[src/rtl/acc_alu.sv]
module acc_alu #(
  parameter int W = 8
) (
  input  logic         clk,
  input  logic         rst_n,
  input  logic         op_valid,
  input  logic [3:0]   op_code,
  input  logic [W-1:0] operand,
  output logic [W-1:0] acc,
  output logic         flag_z,
  output logic         flag_c,
  output logic         flag_v
);
  localparam int MSB = W - 1;

  logic         is_sub, is_arith, is_logic, is_shl, is_shr, upd;
  logic         cin;
  logic [W-1:0] b_eff;
  logic [W:0]   sum;
  logic [W-1:0] res;
  logic         c_nxt, v_nxt;

  assign is_sub   = (op_code == 4'd3) || (op_code == 4'd4);
  assign is_arith = (op_code >= 4'd1) && (op_code <= 4'd4);
  assign is_logic = (op_code == 4'd0) || ((op_code >= 4'd5) && (op_code <= 4'd7));
  assign is_shl   = (op_code == 4'd8);
  assign is_shr   = (op_code == 4'd9);
  assign upd      = op_valid && (is_arith || is_logic || is_shl || is_shr);

  assign b_eff = is_sub ? ~operand : operand;
  always_comb begin
    case (op_code)
      4'd1:    cin = 1'b0;
      4'd3:    cin = 1'b1;
      default: cin = flag_c;
    endcase
  end
  assign sum = {1'b0, acc} + {1'b0, b_eff} + {{W{1'b0}}, cin};

  always_comb begin
    res   = acc;
    c_nxt = flag_c;
    v_nxt = flag_v;
    case (op_code)
      4'd0: res = operand;
      4'd1, 4'd2, 4'd3, 4'd4: begin
        res   = sum[W-1:0];
        c_nxt = sum[W];
        v_nxt = (acc[MSB] == b_eff[MSB]) && (sum[MSB] != acc[MSB]);
      end
      4'd5: res = acc & operand;
      4'd6: res = acc | operand;
      4'd7: res = acc ^ operand;
      4'd8: begin
        res   = {acc[W-2:0], 1'b0};
        c_nxt = acc[MSB];
        v_nxt = acc[MSB] ^ acc[MSB-1];
      end
      4'd9: begin
        res   = {1'b0, acc[W-1:1]};
        c_nxt = acc[0];
        v_nxt = 1'b0;
      end
      default: ;
    endcase
  end

  always_ff @(posedge clk or negedge rst_n) begin
    if (!rst_n) begin
      acc    <= '0;
      flag_z <= 1'b1;
      flag_c <= 1'b0;
      flag_v <= 1'b0;
    end else if (upd) begin
      acc    <= res;
      flag_z <= (res == '0);
      flag_c <= c_nxt;
      flag_v <= v_nxt;
    end
  end


  zero_match_chk: assert property (@(posedge clk) disable iff (!rst_n)
    flag_z == (acc == '0));


  logic_keeps_flags_chk: assert property (@(posedge clk) disable iff (!rst_n)
    (op_valid && is_logic) |=> ($stable(flag_c) && $stable(flag_v)));


  idle_hold_chk: assert property (@(posedge clk) disable iff (!rst_n)
    !upd |=> ($stable(acc) && $stable(flag_c) && $stable(flag_v) && $stable(flag_z)));


  shr_carry_chk: assert property (@(posedge clk) disable iff (!rst_n)
    (op_valid && is_shr) |=> (flag_c == $past(acc[0]) && !flag_v && !acc[MSB]));


  shl_carry_chk: assert property (@(posedge clk) disable iff (!rst_n)
    (op_valid && is_shl) |=> (flag_c == $past(acc[MSB]) && !acc[0]));
endmodule

[config.mk]
export PLATFORM = sky130hd
export DESIGN_NAME = acc_alu
export DESIGN_NICKNAME = d
export VERILOG_FILES = /design/src/rtl/acc_alu.sv
export SDC_FILE = /design/constraint.sdc
export NUM_CORES = 1
export LEC_CHECK = 0
export BUFFER_PORTS_ARGS = -buffer_cell sky130_fd_sc_hd__buf_4
export CAP_MARGIN = 20
export CORE_MARGIN = 1.5
export CORE_UTILIZATION = 25
export DETAILED_ROUTE_END_ITERATION = 7
export HOLD_SLACK_MARGIN = 0.05
export PLACE_DENSITY_LB_ADDON = 0.15
export SLEW_MARGIN = 5
export SYNTH_ARGS = -nofsm -noshare
export SYNTH_HDL_FRONTEND = slang
export SYNTH_SLANG_ARGS = --single-unit
[constraint.sdc]
create_clock -name clk -period 3.1 [get_ports clk]
set_input_delay 0.31 -clock clk [delete_from_list [all_inputs] [get_ports clk]]
set_output_delay 0.31 -clock clk [all_outputs]
set_load 0.05 [all_outputs]
# After elaboration in Yosys (flattened, before gate mapping)
# Cells that the tools add are included.
# word_totals
ff_bits,11
inputBits,15
output_inout_bits,11
# op_classes
bitwise_logic,5
addsub,2
order_cmp,4
reduce_logical,14
n_eq_ne,11
mux,5
# op_table
cell,n
case mux 8 bit (7 select lines),1
equality test 4 x 3 -> 1 bit (second input constant),4
adder 8 x 8 -> 9 bit,1
adder 9 x 1 -> 9 bit,1
bitwise AND 8 bit,1
equality test 4 x 2 -> 1 bit (second input constant),2
equality test 4 bit (second input constant),2
less-or-equal comparator 4 x 3 -> 1 bit (second input constant),2
zero test 8 bit,1
2-to-1 mux 8 bit,1
NOT 8 bit,1
bitwise OR 8 bit,1
bitwise XOR 8 bit,1
case mux 1 bit (3 select lines),2
logical OR 1 bit,5
equality test 4 x 1 -> 1 bit (second input constant),1
greater-or-equal comparator 4 x 1 -> 1 bit (second input constant),1
greater-or-equal comparator 4 x 3 -> 1 bit (second input constant),1
logical AND 1 bit,4
zero test 4 bit,1
OR reduction 4 bit,1
nonzero test 3 bit,1
case mux 1 bit (2 select lines),1
AND reduction 2 bit,1
3 further kinds,3

# Depth between registers and ports, before layout
# depth
word_depth,8
mapped_depth,16
ltp_nobuf,14

# Worst setup path after synthesis
# Ideal clock, no wire load.
# synth_timing
path_kind,input to register
from,input op_code[1]
to,register flag_z
arrival_time_ns,3.594
required_time_ns,3.003
slack_ns,-0.591
stages,13
setup_ns,0.097
path_cell_list,clkbuf_1 -> clkbuf_1 -> and3_1 -> a21oi_1 -> nor2_2 -> xnor2_1 -> fa_1 -> fa_1 -> xor2_1 -> a211o_1 -> nor4_2 -> o221ai_1 -> o41ai_2
# synth_between
elab_chain_len,7
# synth_lines
element,line,text
start: declaration,7,"input logic [3:0] op_code,"
"equality test 4 x 2 -> 1 bit, or another cell as far along","23, 32, 44",
logical OR 1 bit / logical AND 1 bit (equally long branches),"23, 25",
2-to-1 mux 8 bit / logical OR 1 bit (equally long branches),"30, 25",
adder 8 x 8 -> 9 bit / logical OR 1 bit (equally long branches),"38, 28",
adder 9 x 1 -> 9 bit / logical OR 1 bit (equally long branches),"38, 28",
case mux 8 bit (7 select lines) / logical OR 1 bit (equally long branches),"44, 28",
zero test 8 bit / logical AND 1 bit (equally long branches),"76, 28",
end signal: assignment,76,flag_z <= (res == '0);
end: declaration,10,"output logic flag_z,"
# Parallel ways exist; a longest one is shown, timed or not.
# A chain may end at the register's enable or synchronous reset.

# Worst setup path after layout
# layout_timing
from,input op_code[2]
to,register flag_z
# The elaborated chain is that of the path after synthesis.

==> flow_summary_export.csv <==
group,metric,value,unit
floorplanning,coreArea,0.00725,mm^2
grt,grt-ovfl-total,0,
placed_design,dp_hpwl,4930,um
worst_setup_path,worstPathRequired,3.23,ns
grt,met3_usage,0.0194,
timing,fin_crit,2.86,ns
worst_setup_path,critPathCaptureType,"register",
worst_setup_path,critPathTopFamily,"compound AO/OA/AOI/OAI gates",
floorplanning,die_x,89.5,um
worst_setup_path,cp_common_cell,"fa_2",
routing,wirelength,6230,um
clocking,postCtsSetupRepairBufs,0,
worst_setup_path,crit_chain,"buf_4, nor2_1, nand2_1, mux2_2, fa_2, fa_2, a21o_1, a21oi_1, xnor2_1, a211oi_1, o221ai_1, o41ai_2",
yosys,synth_fa_ha_area_frac,0.175,
yosys,yosysSeqAreaShare,0.148,
yosys,yosysUniqueCellTypes,62,
floorplanning,die_y,89.5,um
layout,drive_above_1_share,0.244,
yosys,synth_compound_area_frac,0.303,
timing,setup_viol,0,
clocking,holdBufCountCts,1,
yosys,postSynthAreaPerCell,8.06,um^2
clocking,h-tree-depth,1,
placed_design,placedCellCount,365,
yosys,synth_top_family_by_area,"compound AO/OA/AOI/OAI gates",
clocking,cts_tree,"done",
yosys,synth_edf_count,0,
placed_design,placed_cell_area,0.00229,mm^2
clocking,clkSinkCount,11,
clocking,numCtsBuffers,3,
routing,drt-vias-per-instance,5.10,
yosys,ys_top_cells_by_area,"ha_1, dfrtp_1, xnor2_1, inv_1, nand2_1",
timing,hold_viol_final,0,
worst_setup_path,slowest_stage,"fa_2",
routing,ant_nets,0,
worst_setup_path,max_stage_delay,0.40,ns
yosys,ys.flop_type,"dfrtp_1",
yosys,yosys.area_share.simple,0.175,
grt,grtUsageMet1,0.221,
layout,fin_area,0.00234,mm^2
layout,fin_util,0.323,
layout,diodes,0,
grt,grt_use_met2,0.300,
clocking,cts_root_buffer,"clkbuf_8",
clocking,ctsResizeCount,0,
yosys,synth_area,0.00187,mm^2
timing,rsz0062_at_grt,"false",
power,power.density,485,mW/mm^2
grt,busiest_layer,"met2",
timing,skew,0.00229,ns
layout,areaGrowthSynthToFinish,25.2,%
worst_setup_path,startpoint_type,"input port",
yosys,yosysMostFrequentCell,"ha_1",
grt,grt_antenna_before_repair,0,
yosys,synth_seq_cells,11,
timing,slew_violations,0,
yosys,muxShareOfSynthArea,0.0341,
grt,grt_max_degree,31,
worst_setup_path,crit_path_max_fanout,5,
yosys,synth_common_cells,"ha_1, inv_1, nand2_1, nor2_1, o21ai_0",
outcome,status,"complete, no violations",
placed_design,gp_congestion,0.823,
grt,grt_pass1_wl,9870,um
timing,max-slew-margin-rel,0.519,
worst_setup_path,critical_path_buf_inv_count,1,
run,cap_violations,0,
placed_design,port_buffers,25,
timing,tightest_slew,0.719,ns
timing,fmax,349,MHz
power,cellLeakagePower,1.07,nW
layout,layout.nets,312,
clocking,cts.path.max_buffers,2,
floorplanning,fp-row-count,31,
grt,grt_usage,0.165,
yosys,synthArstFlopShare,1.00,
yosys,synth.largest_area_cell,"ha_1",
routing,vias,1888,
routing,wl_per_cell,16.8,um
worst_setup_path,crit_type,"input port to register",
clocking,clock_latency,0.23,ns
yosys,yosysWarnings,0,
clocking,path_clk_slew,0.05,ns
yosys,yosysTopAreaCellShare,0.154,
yosys,synth_nets,272,
floorplanning,ios,26,
min_path,hold_path_class,"input port to register",
timing,tns,0,ns
routing,firstDrtPassIters,4,
floorplanning,design.die.area,0.00801,mm^2
floorplanning,start_util,0.258,
routing,drt-initial-drc-count,118,
routing,drc,0,
yosys,synth-xor-area-share,0.0749,
layout,finalNonFillerCells,370,
worst_setup_path,arrival,3.00,ns
grt,grt_pass1_vias,1790,
yosys,synthCells,232,
power,irDropWorstVdd,0.000152,V
timing,period_share,0.924,
-- report_power, final --
| part | total, mW | internal, mW | leakage [nW] | switching [mW] |
|---|---|---|---|---|
| registers | 0.233 | 0.176 | 0.129 | 0.0576 |
| clock network | 0.138 | 0.0898 | 0.0228 | 0.0480 |
| logic | 0.764 | 0.318 | 0.918 | 0.446 |
-- worst reg2reg max path: cells and delay by family, from the launching register on --
kind            cells  cell delay, ns
flops               1            0.39
mux                 1            0.29
xor+xnor            1            0.09
fa+ha+maj           2            0.79
compound gates      5            1.15
-- area by class of cell --
cell class,instances,area (um^2)
clock buffers,4,45.0
repair buffers,47,355
inverters,24,90.1
flip-flops and latches,11,277
multi-input cells,185,1450
fillers,793,4910
well taps,99,124
-- layout by cell type (no fill, tap or decap), drive strengths merged, types with 5 or more instances in the layout --
| cell | n |
|---|---|
| inv | 24 |
| a21oi | 8 |
| dfrtp | 10 |
| and3 | 5 |
| o21ai | 15 |
| a211oi | 6 |
| buf | 46 |
| nor2 | 19 |
| a31oi | 5 |
| ha | 23 |
| xnor2 | 13 |
| nand2 | 19 |
-- stage by stage --
step / total power, mW / hold slack, ns / worst slack, ns
floorplan: 0.743 / 0.0144 / -0.0146
CTS: 1.15 / 0.446 / 0.190
global placement: 1.01 / 0.152 / -0.0539
finish: 1.14 / 0.444 / 0.235
detailed placement: 1.00 / 0.155 / -0.0556
global route: 1.24 / 0.477 / 0.0195
-- worst paths after layout --
kind	start	end	slack, ns	depth (start not counted)
worst max-delay path	op_code[2]	flag_z	0.24	12
worst min-delay path	op_valid	acc[7]	0.44	4
worst max register to register	flag_c	flag_z	0.29	9
worst min register to register	flag_v	flag_v	0.49	2
max in group asynchronous	rst_n	flag_z	2.42	2
min in group asynchronous	rst_n	flag_v	0.45	2
-- logic make-up (layout without fill, tap and decap cells) --
logic type	count (synthesis)	count (layout)
AND/OR/NAND/NOR	64	64
adder cells (fa/ha/maj)	25	25
buffers and inverters	36	75
XOR/XNOR	16	16
flip-flops	11	11
multiplexers	5	5
AO/OA/AOI/OAI	75	75
-- layer usage --
metal  up-vias  share of wire
met5         -              0
li1        929              -
met4         0              0
met3         0          0.031
met1       919           0.45
met2        40           0.51
-- sequential cells by signal (all words and copies together) (netlist names) --
name	cells
flag_v	1
acc	8
flag_c	1
flag_z	1
No activity file was read; power rests on OpenSTA's default activity.
